**src/rtl/flash_cmd_pkg.sv**
```systemverilog
package flash_cmd_pkg;
  typedef enum logic [2:0] {
    S_IDLE, S_UNL1, S_UNL2, S_PROG, S_ERA3, S_ERA4, S_ERA5
  } seq_state_e;

  typedef enum logic [2:0] {
    CMD_NONE, CMD_PROG, CMD_ERASE, CMD_LOCK, CMD_ID_ENTER, CMD_ID_EXIT
  } cmd_e;

  localparam logic [7:0] KEY_FIRST  = 8'hAA;
  localparam logic [7:0] KEY_SECOND = 8'h55;
  localparam logic [7:0] OP_PROG    = 8'hA0;
  localparam logic [7:0] OP_SETUP   = 8'h80;
  localparam logic [7:0] OP_ID      = 8'h90;
  localparam logic [7:0] OP_EXIT    = 8'hF0;
  localparam logic [7:0] OP_ERASE   = 8'h10;
  localparam logic [7:0] OP_LOCK    = 8'h40;
endpackage

```
**src/rtl/flash_cmd_match.sv**
```systemverilog
module flash_cmd_match #(
  parameter int ADDR_W = 20,
  parameter int DATA_W = 8,
  parameter logic [ADDR_W-1:0] UNL_A = 20'h05555,
  parameter logic [ADDR_W-1:0] UNL_B = 20'h02AAA
) (
  input  logic [ADDR_W-1:0] addr_i,
  input  logic [DATA_W-1:0] data_i,
  output logic              at_a_o,
  output logic              key1_o,
  output logic              key2_o,
  output logic              op_prog_o,
  output logic              op_setup_o,
  output logic              op_id_o,
  output logic              op_exit_o,
  output logic              op_erase_o,
  output logic              op_lock_o
);
  import flash_cmd_pkg::*;

  logic at_b;
  assign at_a_o     = (addr_i == UNL_A);
  assign at_b       = (addr_i == UNL_B);
  assign key1_o     = at_a_o && (data_i[7:0] == KEY_FIRST);
  assign key2_o     = at_b && (data_i[7:0] == KEY_SECOND);
  assign op_prog_o  = (data_i[7:0] == OP_PROG);
  assign op_setup_o = (data_i[7:0] == OP_SETUP);
  assign op_id_o    = (data_i[7:0] == OP_ID);
  assign op_exit_o  = (data_i[7:0] == OP_EXIT);
  assign op_erase_o = (data_i[7:0] == OP_ERASE);
  assign op_lock_o  = (data_i[7:0] == OP_LOCK);
endmodule

```
**src/rtl/flash_cmd_fsm.sv**
```systemverilog
module flash_cmd_fsm (
  input  logic                       clk_i,
  input  logic                       rst_ni,
  input  logic                       wr_en_i,
  input  logic                       busy_i,
  input  logic                       at_a_i,
  input  logic                       key1_i,
  input  logic                       key2_i,
  input  logic                       op_prog_i,
  input  logic                       op_setup_i,
  input  logic                       op_id_i,
  input  logic                       op_exit_i,
  input  logic                       op_erase_i,
  input  logic                       op_lock_i,
  output flash_cmd_pkg::cmd_e        cmd_o,
  output flash_cmd_pkg::seq_state_e  state_o
);
  import flash_cmd_pkg::*;

  seq_state_e state_q, state_d;
  logic       wr_ok;

  assign wr_ok = wr_en_i && !busy_i;

  always_comb begin
    state_d = state_q;
    cmd_o   = CMD_NONE;
    if (wr_ok) begin
      state_d = S_IDLE;
      if (state_q == S_PROG) begin
        cmd_o = CMD_PROG;                  // data cycle: never decoded
      end else if (op_exit_i) begin
        cmd_o = CMD_ID_EXIT;               // escape from any step
      end else begin
        unique case (state_q)
          S_IDLE: if (key1_i) state_d = S_UNL1;
          S_UNL1: if (key2_i) state_d = S_UNL2;
          S_UNL2: if (at_a_i) begin
            if (op_prog_i)       state_d = S_PROG;
            else if (op_setup_i) state_d = S_ERA3;
            else if (op_id_i)    cmd_o   = CMD_ID_ENTER;
          end
          S_ERA3: if (key1_i) state_d = S_ERA4;
          S_ERA4: if (key2_i) state_d = S_ERA5;
          S_ERA5: if (at_a_i) begin
            if (op_erase_i)     cmd_o = CMD_ERASE;
            else if (op_lock_i) cmd_o = CMD_LOCK;
          end
          default: state_d = S_IDLE;
        endcase
      end
    end
  end

  always_ff @(posedge clk_i or negedge rst_ni) begin
    if (!rst_ni) state_q <= S_IDLE;
    else         state_q <= state_d;
  end

  assign state_o = state_q;

  a_r9_hold_when_busy: assert property (@(posedge clk_i) disable iff (!rst_ni)
    busy_i |=> $stable(state_q));
  a_r2_prog_step_order: assert property (@(posedge clk_i) disable iff (!rst_ni)
    (state_q == S_PROG) |-> ($past(state_q) inside {S_UNL2, S_PROG}));
  a_r3_era5_order: assert property (@(posedge clk_i) disable iff (!rst_ni)
    (state_q == S_ERA5) |-> ($past(state_q) inside {S_ERA4, S_ERA5}));
  a_r8_unl1_from_idle: assert property (@(posedge clk_i) disable iff (!rst_ni)
    (state_q == S_UNL1) |-> ($past(state_q) inside {S_IDLE, S_UNL1}));
endmodule

```
**src/rtl/flash_id_rom.sv**
```systemverilog
module flash_id_rom #(
  parameter int ADDR_W = 20,
  parameter int DATA_W = 8,
  parameter logic [DATA_W-1:0] MFG_CODE = 8'h1F,
  parameter logic [DATA_W-1:0] DEV_CODE = 8'h22
) (
  input  logic              id_mode_i,
  input  logic              rd_en_i,
  input  logic [ADDR_W-1:0] addr_i,
  output logic              hit_o,
  output logic [DATA_W-1:0] data_o
);
  localparam int CODE_N = 2;
  logic [DATA_W-1:0] codes [CODE_N];
  assign codes[0] = MFG_CODE;
  assign codes[1] = DEV_CODE;

  logic in_range;
  assign in_range = (addr_i[ADDR_W-1:1] == '0);
  assign hit_o    = id_mode_i && rd_en_i && in_range;
  assign data_o   = hit_o ? codes[addr_i[0]] : '0;
endmodule

```
**src/rtl/flash_cmd_decoder.sv**
```systemverilog
module flash_cmd_decoder #(
  parameter int ADDR_W = 20,
  parameter int DATA_W = 8,
  parameter logic [ADDR_W-1:0] UNL_A = 20'h05555,
  parameter logic [ADDR_W-1:0] UNL_B = 20'h02AAA,
  parameter logic [DATA_W-1:0] MFG_CODE = 8'h1F,
  parameter logic [DATA_W-1:0] DEV_CODE = 8'h22
) (
  input  logic              clk_i,
  input  logic              rst_ni,
  input  logic              wr_en_i,
  input  logic              busy_i,
  input  logic [ADDR_W-1:0] addr_i,
  input  logic [DATA_W-1:0] wdata_i,
  input  logic              rd_en_i,
  output logic              prog_start_o,
  output logic [ADDR_W-1:0] prog_addr_o,
  output logic [DATA_W-1:0] prog_data_o,
  output logic              erase_start_o,
  output logic              lock_start_o,
  output logic              id_mode_o,
  output logic              id_hit_o,
  output logic [DATA_W-1:0] id_data_o
);
  import flash_cmd_pkg::*;

  logic at_a, key1, key2, op_prog, op_setup, op_id, op_exit, op_erase, op_lock;
  cmd_e       cmd;
  seq_state_e state;

  flash_cmd_match #(.ADDR_W(ADDR_W), .DATA_W(DATA_W), .UNL_A(UNL_A), .UNL_B(UNL_B)) u_match (
    .addr_i(addr_i), .data_i(wdata_i), .at_a_o(at_a), .key1_o(key1), .key2_o(key2),
    .op_prog_o(op_prog), .op_setup_o(op_setup), .op_id_o(op_id), .op_exit_o(op_exit),
    .op_erase_o(op_erase), .op_lock_o(op_lock)
  );

  flash_cmd_fsm u_fsm (
    .clk_i(clk_i), .rst_ni(rst_ni), .wr_en_i(wr_en_i), .busy_i(busy_i),
    .at_a_i(at_a), .key1_i(key1), .key2_i(key2), .op_prog_i(op_prog),
    .op_setup_i(op_setup), .op_id_i(op_id), .op_exit_i(op_exit),
    .op_erase_i(op_erase), .op_lock_i(op_lock), .cmd_o(cmd), .state_o(state)
  );

  always_ff @(posedge clk_i or negedge rst_ni) begin
    if (!rst_ni) begin
      prog_start_o  <= 1'b0;
      erase_start_o <= 1'b0;
      lock_start_o  <= 1'b0;
      id_mode_o     <= 1'b0;
      prog_addr_o   <= '0;
      prog_data_o   <= '0;
    end else begin
      prog_start_o  <= (cmd == CMD_PROG);
      erase_start_o <= (cmd == CMD_ERASE);
      lock_start_o  <= (cmd == CMD_LOCK);
      if (cmd == CMD_ID_ENTER)     id_mode_o <= 1'b1;
      else if (cmd == CMD_ID_EXIT) id_mode_o <= 1'b0;
      if (cmd == CMD_PROG) begin
        prog_addr_o <= addr_i;
        prog_data_o <= wdata_i;
      end
    end
  end

  flash_id_rom #(.ADDR_W(ADDR_W), .DATA_W(DATA_W), .MFG_CODE(MFG_CODE), .DEV_CODE(DEV_CODE)) u_id (
    .id_mode_i(id_mode_o), .rd_en_i(rd_en_i), .addr_i(addr_i),
    .hit_o(id_hit_o), .data_o(id_data_o)
  );

  a_r10_onehot_start: assert property (@(posedge clk_i) disable iff (!rst_ni)
    $onehot0({prog_start_o, erase_start_o, lock_start_o}));
  a_r10_prog_one_cycle: assert property (@(posedge clk_i) disable iff (!rst_ni)
    prog_start_o |=> !prog_start_o);
  a_r9_busy_no_start: assert property (@(posedge clk_i) disable iff (!rst_ni)
    busy_i |=> !(prog_start_o || erase_start_o || lock_start_o));
  a_r7_hit_needs_mode: assert property (@(posedge clk_i) disable iff (!rst_ni)
    id_hit_o |-> id_mode_o);
  a_r6_exit_clears_mode: assert property (@(posedge clk_i) disable iff (!rst_ni)
    (wr_en_i && !busy_i && wdata_i == OP_EXIT && state != S_PROG) |=> !id_mode_o);
  a_r11_prog_keeps_mode: assert property (@(posedge clk_i) disable iff (!rst_ni)
    (wr_en_i && !busy_i && state == S_PROG) |=> $stable(id_mode_o));
endmodule

```
**config.mk**
```make
export PLATFORM = sky130hd
export DESIGN_NAME = flash_cmd_decoder
export DESIGN_NICKNAME = d
export VERILOG_FILES = /design/src/rtl/flash_cmd_pkg.sv /design/src/rtl/flash_cmd_match.sv /design/src/rtl/flash_cmd_fsm.sv /design/src/rtl/flash_id_rom.sv /design/src/rtl/flash_cmd_decoder.sv
export SDC_FILE = /design/constraint.sdc
export NUM_CORES = 1
export LEC_CHECK = 0
export BUFFER_PORTS_ARGS = -buffer_cell sky130_fd_sc_hd__clkbuf_2
export CAP_MARGIN = 10
export CORE_MARGIN = 5
export CORE_UTILIZATION = 47
export CTS_CLUSTER_DIAMETER = 150
export CTS_CLUSTER_SIZE = 30
export DETAILED_ROUTE_END_ITERATION = 10
export HOLD_SLACK_MARGIN = 0.06
export PLACE_DENSITY = 0.81
export SLEW_MARGIN = 40
export SYNTH_ARGS = -nofsm -noshare
export SYNTH_HDL_FRONTEND = slang
export SYNTH_SLANG_ARGS = --single-unit
```
**constraint.sdc**
```tcl
create_clock -name clk_i -period 2.59 [get_ports clk_i]
set_input_delay 0.3885 -clock clk_i [delete_from_list [all_inputs] [get_ports clk_i]]
set_output_delay 0.3885 -clock clk_i [all_outputs]
set_load 0.05 [all_outputs]
```
==> summary.md <==
| Metric | Value |
|---|---|
| H-Tree Depth | `2` |
| Mux contribution to synthesized area | `0.188` |
| RSZ-0062 raised after global routing | `no` |
| CP required | `about 2.2 ns` |
| Reg2Reg Launch Point | `u_fsm.state_o[1]` |
| Period utilization | `0.961` |
| Hold Fails Final Rpt | `0` |
| #FFs+latches synth | `35` |
| Die ar. | `between 4000 and 5000 µm²` |
| Die W | `approximately 70 µm` |
| Wire per inst | `about 16 µm` |
| Post-route setup TNS | `0 ns` |
| Final Slew Violations | `0` |
| Share of layout cells above drive strength 1 | `0.573` |
| TritonCTS clock tree | `yes` |
| Final Util | `0.628` |
| Critical Path Source Type | `input port` |
| Crit path arrival time | `roughly 2.1 ns` |
| Type of destination of the critical path | `output pin` |
| Nets@finish | `about 240` |
| Hold path depth | `2` |
| Mapped Area | `roughly 1700 µm²` |
| Fillers | `roughly 270` |
| Clk slew on worst S/H paths | `about 0.09 ns` |
| Synth Area in Simple Gates | `0.219` |
| Total gr overflow | `0` |
| Boundary pin count | `74` |
| Number of global-route vias before repair | `around 1400` |
| Setup violators final | `0` |
| Global placer's final weighted congestion | `between 0.8 and 0.9` |
| DRC | `0` |
| Worst R2R Setup Slack | `0.74 ns` |
| Adder-cell share of the synthesized area | `0` |
| Post-placement cell count | `around 240` |
| Crit-path max FO | `4` |
| Sequential share of the synthesized area | `0.524` |
| CTS Buffer Depth | `2` |
| Post-Synth XOR/XNOR Area | `0` |
| Worst Hold Class | `input port to flip-flop` |
| Worst Reg2Reg Path Length in Cells | `5` |
| Cells after synthesis | `about 130` |
| Worst setup margin | `around 0.10 ns` |
| IO buf count | `71` |
| Root buf cell | `clkbuf_4` |
| 1st-iter DRT viols | `37` |
| GRT Util Overall | `0.173` |
| Peak supply drop | `between 300 and 400 µV` |
| Drt first pass iters | `4` |
| Yosys cell types | `34` |
| CTS Buf Count | `5` |
| Least-Margin Pin Slew | `around 0.5 ns` |
| Pwr dens | `487 nW/µm²` |
| Main combinational cell family by area after synthesis | `simple AND/OR/NAND/NOR gates` |
| Final Critical Period | `between 2 and 2.5 ns` |
| Clock skew | `approximately 0.0067 ns` |
| Leakage | `1.12 nW` |
| WL final | `around 4000 µm` |
| Pre-CTS setup slack | `around 0.053 ns` |
| Vias per cell | `about 5.3` |
| Mean area per synthesized cell | `12.6 µm²` |
| First-pass GRT wire length | `around 6600 µm` |
| Multi-input logic area | `~760 µm²` |
| Initial core utilization | `0.494` |
| Clock Latency Late Sink | `0.33 ns` |
| Placed wire-length estimate | `3100 µm` |
| Clock sinks | `35` |
| Worst flop-to-flop path endpoint | `prog_addr_o[9]` |
| Max_cap viols | `0` |
| Fin cells | `252` |
| Status | `finished clean` |
| Register area | `around 880 µm²` |
| Synth-to-layout area growth | `27.3%` |
| DRT antenna net count | `0` |
| Initial antenna violation count | `0` |
| Fmax achieved | `0.402 GHz` |
| Compound-gate portion of the synthesized area | `0.0307` |
| Diode count | `0` |
| Row cnt | `21` |
| Critical path class | `input port to output pin` |
| Core area | `about 3400 µm²` |
| Largest net degree at the start of global routing | `36` |
| Final Cell Area | `between 2000 and 2500 µm²` |
| Slew HR | `0.657` |
| YS warnings | `0` |
| Die Span Y | `69.7 µm` |
| Via count | `approximately 1300` |
| End of the critical path | `id_data_o[2]` |
| Placed cell areas | `between 2000 and 2500 µm²` |
| Critical Path Source | `addr_i[17]` |
flip-flops by register name (all words and copies together), names as in the netlist:
| signal | count |
|---|---|
| prog_data_o | 8 |
| lock_start_o | 1 |
| id_mode_o | 1 |
| u_fsm.state_o | 3 |
| prog_addr_o | 20 |
| prog_start_o | 1 |
| erase_start_o | 1 |
report_power, final:
| part | switching, mW | internal, mW |
|---|---|---|
| sequential | 0.00856 | 0.563 |
| combinational | 0.121 | 0.0499 |
| clock | 0.170 | 0.126 |
stage by stage:
stage          hold WS [ns]  power, mW
2_1_floorplan        0.0929      0.679
3_3_place_gp          0.488      0.749
3_5_place_dp          0.398      0.752
4_1_cts               0.280       1.05
5_1_grt               0.270       1.10
6_report              0.306       1.04
cells in the mapped netlist:
master | n | area [µm²]
nor4_2 | 1 | 12.5
nand2_1 | 10 | 37.5
nor3b_1 | 1 | 7.51
nor3_1 | 2 | 10.0
nor2b_1 | 2 | 12.5
or3_1 | 1 | 6.26
nor4b_2 | 1 | 15.0
o21ai_0 | 7 | 35.0
nand3_1 | 1 | 5.00
nor4_4 | 2 | 42.5
conb_1 | 1 | 3.75
buf_4 | 6 | 45.0
nand4b_1 | 2 | 17.5
or4_4 | 2 | 22.5
dfrtp_1 | 35 | 876
a22o_1 | 1 | 8.76
nand2b_1 | 1 | 6.26
buf_2 | 3 | 15.0
and2_1 | 1 | 6.26
or2b_2 | 1 | 8.76
and4b_1 | 1 | 10.0
mux2_2 | 28 | 315
nand4_1 | 5 | 31.3
or4_1 | 2 | 15.0
nor2_1 | 4 | 15.0
nand4bb_1 | 1 | 11.3
a21o_1 | 1 | 7.51
and3_1 | 2 | 12.5
and4_1 | 1 | 8.76
nor4_1 | 2 | 12.5
and2b_1 | 1 | 7.51
and3b_1 | 1 | 8.76
nand3b_1 | 2 | 15.0
nor4b_1 | 1 | 8.76
critical path, stage by stage:
cell and delay [ns]:
clkbuf_2 0.09, or4_4 0.58, nor4_4 0.33, and4_4 0.29
and2b_4 0.16, clkbuf_2 0.27
worst min-delay path by stage:
stage | start | end | slack (ns)
CTS | wdata_i[6] | erase_start_o | 0.28
global placement | prog_data_o[6] | prog_data_o[6] | 0.49
floorplan | rst_ni | erase_start_o | 0.09
detailed placement | rst_ni | prog_data_o[6] | 0.40
finish | addr_i[16] | prog_addr_o[16] | 0.31
global route | wdata_i[6] | erase_start_o | 0.27
routing by layer:
layer | routed length (µm) | GRT usage
met3 | 398 | 0.0913
met1 | 1540 | 0.199
met2 | 1970 | 0.278
met5 | 0 | 0
met4 | 25 | 0.0574
what timing repair did:
| action | in CTS | in global routing |
|---|---|---|
| resized for setup | 0 | 4 |
| hold buffers | 1 | 0 |
| setup endpoints to repair | 0 | 4 |
| endpoints found under the hold margin | 35 | 0 |
| buffers inserted | 0 | 0 |
cell type report:
type	instances	area share
multi-input combinational	90	0.355
clock buffer	6	0.0241
clock inverter	1	0.00235
tap	46	0.0270
timing repair buffer	74	0.180
sequential	35	0.411
kinds of logic after synthesis:
group,count (synthesis)
AOI/OAI and AO/OA,9
DFF,35
and+or+nand+nor,51
buffers and inverters,9
muxes,28
other,1
layout by cell type, fill, tap and decap left out, types with 3 or more instances in the layout:
| master | Yosys | final |
|---|---|---|
| clkbuf_2 | 0 | 67 |
| dfrtp_1 | 35 | 35 |
| mux2_2 | 28 | 28 |
| nand2_1 | 10 | 10 |
| o21ai_0 | 7 | 7 |
| clkbuf_4 | 0 | 6 |
| nand4_1 | 5 | 5 |
| nor4_4 | 2 | 3 |
| nor2_1 | 4 | 3 |
| buf_2 | 3 | 3 |
Power figures use the tool's default switching activity.
